File: src/rtl/msix_pkg.sv
package msix_pkg;
  // strobes sent from the control to the datapath each cycle
  typedef struct packed {
    logic load;       // capture a new message into the output register
    logic useReplay;  // source index is the replay pick, else the request index
  } msgCmd_t;
endpackage

File: src/rtl/msix_ctrl.sv
module msix_ctrl
  import msix_pkg::*;
#(
  parameter int IDX_W = 3,
  localparam int NVEC = 1 << IDX_W
) (
  input  logic             clk,
  input  logic             rst,
  input  logic             enable,
  input  logic             globalMask,
  input  logic [IDX_W-1:0] irqIndex,
  input  logic             irqValid,
  output logic             irqReady,
  input  logic [NVEC-1:0]  vecMask,
  input  logic             msgValid,
  input  logic             msgReady,
  output msgCmd_t          cmd,
  output logic [IDX_W-1:0] replayIdx,
  output logic [NVEC-1:0]  pba
);
  logic            slotFree;
  logic            deliverOk;
  logic [NVEC-1:0] eligible;
  logic            replayHit;
  logic            accept;
  logic            reqOk;

  assign slotFree  = !msgValid || msgReady;
  assign deliverOk = enable && !globalMask;
  assign eligible  = pba & ~vecMask & {NVEC{deliverOk}};
  assign replayHit = |eligible;

  // lowest pending deliverable vector wins
  always_comb begin
    replayIdx = '0;
    for (int i = NVEC - 1; i >= 0; i--) begin
      if (eligible[i]) replayIdx = IDX_W'(i);
    end
  end

  assign irqReady = slotFree && !replayHit;
  assign accept   = irqValid && irqReady;
  assign reqOk    = deliverOk && !vecMask[irqIndex];

  always_comb begin
    cmd.useReplay = replayHit;
    cmd.load      = slotFree && (replayHit || (accept && reqOk));
  end

  always_ff @(posedge clk) begin
    if (rst) begin
      pba <= '0;
    end else begin
      if (replayHit && slotFree) pba[replayIdx] <= 1'b0;
      if (accept && !reqOk)      pba[irqIndex]  <= 1'b1;
    end
  end
endmodule

File: src/rtl/msix_regfile.sv
module msix_regfile
  import msix_pkg::*;
#(
  parameter int IDX_W = 3,
  parameter int DW    = 32,
  localparam int AW   = IDX_W + 5,
  localparam int NVEC = 1 << IDX_W,
  localparam int SB   = DW / 8,
  localparam int LSB  = $clog2(SB),
  localparam int WPE  = 16 / SB,
  localparam int TBL_WORDS = NVEC * WPE,
  localparam int WA_W = AW - 1 - LSB,
  localparam int PBA_WORDS = (NVEC + DW - 1) / DW,
  localparam int PBA_BITS  = PBA_WORDS * DW
) (
  input  logic             clk,
  input  logic             rst,
  input  logic [15:0]      requesterId,
  input  logic [AW-1:0]    awAddr,
  input  logic             awValid,
  output logic             awReady,
  input  logic [DW-1:0]    wData,
  input  logic [SB-1:0]    wStrb,
  input  logic             wValid,
  output logic             wReady,
  output logic             bValid,
  input  logic             bReady,
  input  logic [AW-1:0]    arAddr,
  input  logic             arValid,
  output logic             arReady,
  output logic [DW-1:0]    rData,
  output logic             rValid,
  input  logic             rReady,
  input  msgCmd_t          cmd,
  input  logic [IDX_W-1:0] replayIdx,
  input  logic [IDX_W-1:0] irqIndex,
  input  logic [NVEC-1:0]  pba,
  output logic [NVEC-1:0]  vecMask,
  output logic [63:0]      msgAddr,
  output logic [31:0]      msgData,
  output logic [15:0]      msgRid,
  output logic             msgValid,
  input  logic             msgReady
);
  logic [DW-1:0]  tbl [TBL_WORDS];
  logic [127:0]   entAll [NVEC];
  logic [WA_W-1:0] wIdx, rIdx;
  logic           wrFire, rdFire;
  logic [PBA_BITS-1:0] pbaPad;
  logic [DW-1:0]  pbaRd;
  logic [IDX_W-1:0] selIdx;
  logic           unusedAddrLow;

  assign wIdx   = awAddr[AW-2:LSB];
  assign rIdx   = arAddr[AW-2:LSB];
  assign unusedAddrLow = ^{awAddr[LSB-1:0], arAddr[LSB-1:0]};
  assign wrFire = awValid && wValid && !bValid;
  assign rdFire = arValid && !rValid;
  assign awReady = wrFire;
  assign wReady  = wrFire;
  assign arReady = rdFire;

  // assemble each 16-byte entry from its table words
  always_comb begin
    for (int v = 0; v < NVEC; v++) begin
      for (int j = 0; j < WPE; j++) begin
        entAll[v][j*DW +: DW] = tbl[v*WPE + j];
      end
      vecMask[v] = entAll[v][96];
    end
  end

  assign pbaPad = PBA_BITS'(pba);
  always_comb begin
    pbaRd = '0;
    for (int w = 0; w < PBA_WORDS; w++) begin
      if (int'(rIdx) == w) pbaRd = pbaPad[w*DW +: DW];
    end
  end

  // write channel: byte-strobed table, pending region read-only
  always_ff @(posedge clk) begin
    if (rst) begin
      bValid <= 1'b0;
      for (int i = 0; i < TBL_WORDS; i++) tbl[i] <= '0;
    end else if (wrFire) begin
      bValid <= 1'b1;
      if (!awAddr[AW-1]) begin
        for (int b = 0; b < SB; b++) begin
          if (wStrb[b]) tbl[wIdx][b*8 +: 8] <= wData[b*8 +: 8];
        end
      end
    end else if (bReady) begin
      bValid <= 1'b0;
    end
  end

  // read channel
  always_ff @(posedge clk) begin
    if (rst) begin
      rValid <= 1'b0;
      rData  <= '0;
    end else if (rdFire) begin
      rValid <= 1'b1;
      rData  <= arAddr[AW-1] ? pbaRd : tbl[rIdx];
    end else if (rReady) begin
      rValid <= 1'b0;
    end
  end

  // outbound message register
  assign selIdx = cmd.useReplay ? replayIdx : irqIndex;
  always_ff @(posedge clk) begin
    if (rst) begin
      msgValid <= 1'b0;
      msgAddr  <= '0;
      msgData  <= '0;
      msgRid   <= '0;
    end else if (cmd.load) begin
      msgValid <= 1'b1;
      msgAddr  <= entAll[selIdx][63:0];
      msgData  <= entAll[selIdx][95:64];
      msgRid   <= requesterId;
    end else if (msgReady) begin
      msgValid <= 1'b0;
    end
  end
endmodule

File: src/rtl/msix_irq_ctrl.sv
module msix_irq_ctrl
  import msix_pkg::*;
#(
  parameter int IDX_W = 3,
  parameter int DW    = 32,
  localparam int AW   = IDX_W + 5,
  localparam int SB   = DW / 8,
  localparam int NVEC = 1 << IDX_W
) (
  input  logic             clk,
  input  logic             rst,
  input  logic             enable,
  input  logic             globalMask,
  input  logic [15:0]      requesterId,
  input  logic [IDX_W-1:0] irqIndex,
  input  logic             irqValid,
  output logic             irqReady,
  input  logic [AW-1:0]    axiAwAddr,
  input  logic             axiAwValid,
  output logic             axiAwReady,
  input  logic [DW-1:0]    axiWData,
  input  logic [SB-1:0]    axiWStrb,
  input  logic             axiWValid,
  output logic             axiWReady,
  output logic [1:0]       axiBResp,
  output logic             axiBValid,
  input  logic             axiBReady,
  input  logic [AW-1:0]    axiArAddr,
  input  logic             axiArValid,
  output logic             axiArReady,
  output logic [DW-1:0]    axiRData,
  output logic [1:0]       axiRResp,
  output logic             axiRValid,
  input  logic             axiRReady,
  output logic [63:0]      msgAddr,
  output logic [31:0]      msgData,
  output logic [3:0]       msgFirstBe,
  output logic [15:0]      msgRid,
  output logic             msgValid,
  input  logic             msgReady
);
  msgCmd_t          cmd;
  logic [IDX_W-1:0] replayIdx;
  logic [NVEC-1:0]  pbaBits;
  logic [NVEC-1:0]  vecMask;

  assign axiBResp   = 2'b00;
  assign axiRResp   = 2'b00;
  assign msgFirstBe = 4'hF;

  msix_ctrl #(.IDX_W(IDX_W)) ctrl (
    .clk(clk), .rst(rst), .enable(enable), .globalMask(globalMask),
    .irqIndex(irqIndex), .irqValid(irqValid), .irqReady(irqReady),
    .vecMask(vecMask), .msgValid(msgValid), .msgReady(msgReady),
    .cmd(cmd), .replayIdx(replayIdx), .pba(pbaBits)
  );

  msix_regfile #(.IDX_W(IDX_W), .DW(DW)) dp (
    .clk(clk), .rst(rst), .requesterId(requesterId),
    .awAddr(axiAwAddr), .awValid(axiAwValid), .awReady(axiAwReady),
    .wData(axiWData), .wStrb(axiWStrb), .wValid(axiWValid), .wReady(axiWReady),
    .bValid(axiBValid), .bReady(axiBReady),
    .arAddr(axiArAddr), .arValid(axiArValid), .arReady(axiArReady),
    .rData(axiRData), .rValid(axiRValid), .rReady(axiRReady),
    .cmd(cmd), .replayIdx(replayIdx), .irqIndex(irqIndex), .pba(pbaBits),
    .vecMask(vecMask), .msgAddr(msgAddr), .msgData(msgData), .msgRid(msgRid),
    .msgValid(msgValid), .msgReady(msgReady)
  );
endmodule

File: config.mk
export PLATFORM = sky130hd
export DESIGN_NAME = msix_irq_ctrl
export DESIGN_NICKNAME = d
export VERILOG_FILES = /design/src/rtl/msix_pkg.sv /design/src/rtl/msix_ctrl.sv /design/src/rtl/msix_regfile.sv /design/src/rtl/msix_irq_ctrl.sv
export SDC_FILE = /design/constraint.sdc
export NUM_CORES = 2
export LEC_CHECK = 0
export BUFFER_PORTS_ARGS = -buffer_cell sky130_fd_sc_hd__clkbuf_2
export CORE_MARGIN = 5
export CORE_UTILIZATION = 69
export CTS_BUF_LIST = sky130_fd_sc_hd__clkbuf_8
export CTS_CLUSTER_DIAMETER = 100
export CTS_CLUSTER_SIZE = 10
export DETAILED_ROUTE_END_ITERATION = 12
export PLACE_DENSITY = 0.88
export SLEW_MARGIN = 10
export SYNTH_ARGS = -nofsm -noshare
export SYNTH_HDL_FRONTEND = slang
export SYNTH_SLANG_ARGS = --single-unit
File: constraint.sdc
create_clock -name clk -period 7.2 [get_ports clk]
set_input_delay 0.36 -clock clk [delete_from_list [all_inputs] [get_ports clk]]
set_output_delay 0.36 -clock clk [all_outputs]
set_load 0.005 [all_outputs]
Word-level counts from Yosys, hierarchy flattened
Memory sizes are Yosys's and may differ from the RTL's.
Index checks and enable logic that the tools add are counted.
- mux-type cells: 54
- equal/unequal tests: 0
- shift operators: 0
- reductions and logical operators: 28
- add/subtract/negate cells: 0
- divide/modulo/power cells: 0
- multiply operators: 0
- $lt $le $gt $ge: 5
- bitwise logic cells: 7
- operator list (operator ; count):
    binary-select mux 128 bit (select 3 bit) ; 1
    2-to-1 mux 96 bit ; 2
    2-to-1 mux 32 bit ; 2
    2-to-1 mux 8 bit ; 4
    OR reduction 32 bit ; 1
    2-to-1 mux 1 bit ; 31
    2-to-1 mux 3 bit ; 9
    bitwise AND 8 bit ; 3
    NOT 8 bit ; 2
    logical AND 1 bit ; 13
    < comparator 3 x 4 -> 1 bit (second input constant) ; 2
    bitwise OR 8 bit ; 1
    OR reduction 8 bit ; 1
    logical NOT 1 bit ; 7
    demux 1 bit (select 3 bit) ; 2
    >= comparator 3 x 1 -> 1 bit (second input constant) ; 2
    nonzero test 2 bit ; 3
    logical NOT 5 bit ; 1
    2-to-1 mux 5 bit ; 1
    >= comparator 4 bit (second input constant) ; 1
    2-to-1 mux 4 bit ; 1
    NOT 3 -> 4 bit ; 1
    binary-select mux 1 bit (select 3 bit) ; 1
    logical OR 1 bit ; 2
- logic and storage cells: 103
- memories: 1
- RAM bits: 1024
- register bits after elaboration: 155
- latch bits: 0
- bits in read-only memories: 0
- input bits: 82
- output and inout bits: 159
- memories (memory ; words ; width ; rd ports ; clocked after memory_dff ; write ports ; line ; source):
    dp.tbl ; 32 ; 32 ; 33 ; 0 ; 32 ; msix_regfile.sv:45 ; logic [DW-1:0] tbl [TBL_WORDS];

Depth between registers and ports, before layout
An unclocked memory read counts as a cell.
- depth after elaboration: 22
- depth in mapped cells: 12
- depth with buffers taken out: 7

Cells and area by module
Synthesis repeated with hierarchy kept, for this count alone.
- cells, all modules: 4166
- area, all modules: 58423.5 sq um
- modules (own cells, without submodules) (module ; area each (sq um) ; cells each ; sequential area each (sq um) ; instances):
    msix_regfile ; 57635.3 ; 4068 ; 33692.3 ; 1
    msix_ctrl ; 720.7 ; 88 ; 160.2 ; 1
    msix_irq_ctrl ; 67.6 ; 10 ; 0.0 ; 1

Least setup slack after synthesis
Ideal clock, no wire load.
- path type: input port to flip-flop
- start: in irqIndex[1]
- end: reg dp.msgData[0]
- library setup time: 0.115 ns
- buffers on the path: 4
- stages on the path: 11
- arrival time: 2.528 ns
- setup slack: 4.557 ns
- required time: 7.085 ns
- cells stage by stage: buf_4 -> mux4_2 -> mux2i_2 -> nand3_2 -> a21o_1 -> buf_4 -> nor3b_2 -> buf_2 -> buf_2 -> nand3_1 -> and3_1
- longest elaborated chain between the ends: 7
- elaborated cells on any way between the ends: 12
- classes of those cells: mux (6); bitwise (1); reduce/logical (5)
- RTL lines (item ; line ; source):
    start: declaration ; msix_irq_ctrl.sv:15 ; input logic [IDX_W-1:0] irqIndex,
    binary-select mux 1 bit (select 3 bit) ; msix_ctrl.sv:43 ; assign reqOk = deliverOk && !vecMask[irqIndex];
    2-to-1 mux 1 bit (not written as such) ; msix_ctrl.sv:43 ;
    logical NOT 1 bit ; msix_ctrl.sv:43 ;
    logical AND 1 bit ; msix_ctrl.sv:43 ;
    logical AND 1 bit ; msix_ctrl.sv:47 ; cmd.load = slotFree && (replayHit || (accept && reqOk));
    logical OR 1 bit ; msix_ctrl.sv:47 ;
    logical AND 1 bit ; msix_ctrl.sv:47 ;
    end signal: assignment ; msix_regfile.sv:122 ; msgData <= entAll[selIdx][95:64];
    end: declaration ; msix_regfile.sv:40 ; output logic [31:0] msgData,
Several ways; a longest one is shown, not always the timed one. The select of a mux whose other input is x is not followed.
A chain may end at the register's enable or synchronous reset.

==> impl_metrics.py <==
metrics = {
    "synthesis": {
        "muxShareOfSynthArea": 0.111,
        "ys_ff_latch": 1179,
        "synth_compound_area_frac": 0.0692,
        "syn_area_mm2": 0.0585,
        "avgSynthCellArea_um2": 11.7,
        "syn_inst": 4983,
        "synthSimpleGateAreaFrac": 0.213,
        "synth_top_cell_area_share": 0.526,
        "synthXorXnorAreaFrac": 0,
        "ys_types": 48,
        "yosys_warnings": 0,
        "seq_area_frac_synth": 0.579,
        "synth.area.top_cells": "edfxtp_1 53%, and2_1 11%, mux2i_1 6.0%",
        "synth_adder_area_share": 0,
        "synth_top_family_by_area": "simple AND/OR/NAND/NOR gates",
        "post-synth-top-area-cell": "edfxtp_1",
    },
    "detailed_routing": {
        "drt-total-wl_um": 187000,
        "wl_per_cell_um": 29.9,
        "firstDrtPassIters": 9,
        "drc": 0,
        "ant_nets": 0,
        "drt-initial-drc-count": 8297,
        "drt-vias-per-instance": 7.03,
        "vias": 44000,
    },
    "pwr": {
        "power.density_mw_per_mm2": 220,
        "p_leak_nw": 23.5,
        "vdd_drop_max_mv": 0.181,
        "total_power_mw": 13.7,
    },
    "final_layout": {
        "instances_no_fill": 6256,
        "nNetsFinal": 5087,
        "utilization": 0.745,
        "syn_to_final_growth_pct": 6.80,
        "fin_area_mm2": 0.0625,
        "drive_gt1_frac": 0.134,
    },
    "critical_path": {
        "cp_data_arrival_time_ns": 4.99,
        "endpoint_kind": "register",
        "cp_data_required_time_ns": 7.93,
        "path_class": "register to register",
        "cp_max_fo": 50,
        "crit_path_start_kind": "register",
    },
    "sta": {
        "drv_slew": 0,
        "period_needed_ns": 4.26,
        "setup_tns_ns": 0,
        "rsz0062_at_grt": "false",
        "worst_slack_ns": 2.94,
        "worst_pin_slew_ns": 1.32,
        "fmax_mhz": 235,
        "maxSlewHeadroom": 0.118,
        "fin_crit_sh": 0.592,
        "finalHoldViolCount": 0,
        "finClkSkew_ns": 0.0435,
        "whs_ns": 0.0351,
        "setup_viol": 0,
    },
    "cts": {
        "postCtsHoldBufs": 24,
        "cts_resized": 0,
        "htreeDepth": 4,
        "cts_root_buffer": "clkbuf_8",
        "cts_num_sinks": 1179,
        "cts_buffers": 135,
        "cts_buffer_depth": 3,
        "clock_latency_ns": 0.83,
        "cts_tree": "done",
        "clk_pin_slew_ns": 0.09,
        "cts_setup_buffers": 0,
    },
    "global_routing": {
        "grt_pass1_wl_um": 271000,
        "grt_util_all_layers": 0.405,
        "antenna_found_initial": 10,
        "grt_overflow": 0,
        "grt_max_degree": 173,
        "grt_pass1_vias": 40900,
    },
    "placement": {
        "io_buffers": 228,
        "placed_cells": 5978,
        "place_area_mm2": 0.0598,
        "dp.final_hpwl_um": 122000,
        "pre_cts_ws_ns": 2.98,
        "gp_congestion": 0.997,
    },
    "floorplan": {
        "die_w_um": 301,
        "start_util": 0.698,
        "io_pins": 241,
        "dieArea_mm2": 0.0907,
        "fp.dieH_um": 301,
        "placementRows": 106,
        "coreArea_mm2": 0.0838,
    },
    "hold_path": {
        "min_path_type": "input pin to register",
    },
    "flow_run": {
        "drv_cap": 0,
    },
    "status": {
        "status": "complete, no violations",
    },
}
## registers in the layout (all words and copies together), names as in the netlist
signal / flops
dp.tbl: 1024
dp.msgAddr: 64
dp.msgData: 32
dp.rData: 32
dp.msgRid: 16
ctrl.pba: 8
dp.bValid: 1
dp.msgValid: 1
dp.rValid: 1
## where the power goes
part,leakage (nW),switching [mW],internal (mW)
sequential,11.6,0.215,7.69
clock,1.53,2.46,1.81
combinational,10.4,1.03,0.506
## worst paths after layout
path	cells past startpoint	from	to	slack [ns]
max reg2reg	9	dp.tbl[23][0]	dp.msgAddr[37]	2.94
max	9	dp.tbl[23][0]	dp.msgAddr[37]	2.94
min	4	msgReady	ctrl.pba[0]	0.04
min reg2reg	2	dp.msgRid[4]	dp.msgRid[4]	0.45
## kinds of logic (layout without fill, tap and decap cells)
kind of cell	Yosys count	count (layout)
simple gates	2389	2389
flops	1179	1179
compound gates	525	525
mux	483	483
buf+inv	405	525
other cells	2	21
## per-layer routing
layer,share of wire,vias up,track usage
met5,0.00043,-,0
met4,0.063,12,0.188
met3,0.17,809,0.139
met2,0.43,4289,0.601
met1,0.33,20700,0.547
li1,-,18200,-
## cell usage after synthesis (all sizes together)
cell and count:
mux2i 353, inv 2, nand3 101, o311ai 2, a22oi 3, clkinv 1, o211ai 1, and2 1025
o22ai 64, nor2 264, and4b 1, buf 105, a21o 3, nor4 1, nand2b 17, edfxtp 1024
nor3b 5, conb 2, a41o 1, nor4b 1, a22o 1, and3 98, a211oi 24, and4 1
nand2 655, a2111oi 8, o221ai 128, clkbuf 297, or2 134, nor3 75, o21ai 3, a311oi 96
o31ai 2, and3b 2, a32oi 97, mux4 130, a21oi 92, dfxtp 155, nor2b 9
## critical path, stage by stage (launching register included)
cell,delay [ns]
edfxtp_1,0.55
mux4_2,0.55
mux2i_2,0.21
nand3_2,0.14
a21oi_4,0.16
buf_4,0.56
and3_4,0.81
buf_4,0.66
a311oi_1,0.26
and3_1,0.25
## area by class of cell
cell class	instances	area, um2
Timing Repair Buffer	281	1720
Inverter	3	11.3
Fill cell	5430	21400
Antenna cell	13	32.5
Clock inverter	101	415
Tap cell	1134	1420
Clock buffer	140	1930
Multi-Input combinational cell	3405	23100
Sequential cell	1179	33900
## layout by cell type (no fill, tap or decap), drive strengths merged, types with 2 or more instances in the layout
cell type / n
a2111oi: 8
a211oi: 24
a21o: 3
a21oi: 92
a22oi: 3
a311oi: 96
a32oi: 97
and2: 1025
and3: 98
and3b: 2
buf: 34
clkbuf: 363
clkinvlp: 3
conb: 8
dfxtp: 155
diode: 13
dlygate4sd3: 24
edfxtp: 1024
inv: 100
mux2i: 353
mux4: 130
nand2: 655
nand2b: 17
nand3: 101
nor2: 264
nor2b: 9
nor3: 75
nor3b: 5
o21ai: 3
o221ai: 128
o22ai: 64
o311ai: 2
o31ai: 2
or2: 134
(Power assumes the default switching activity.)
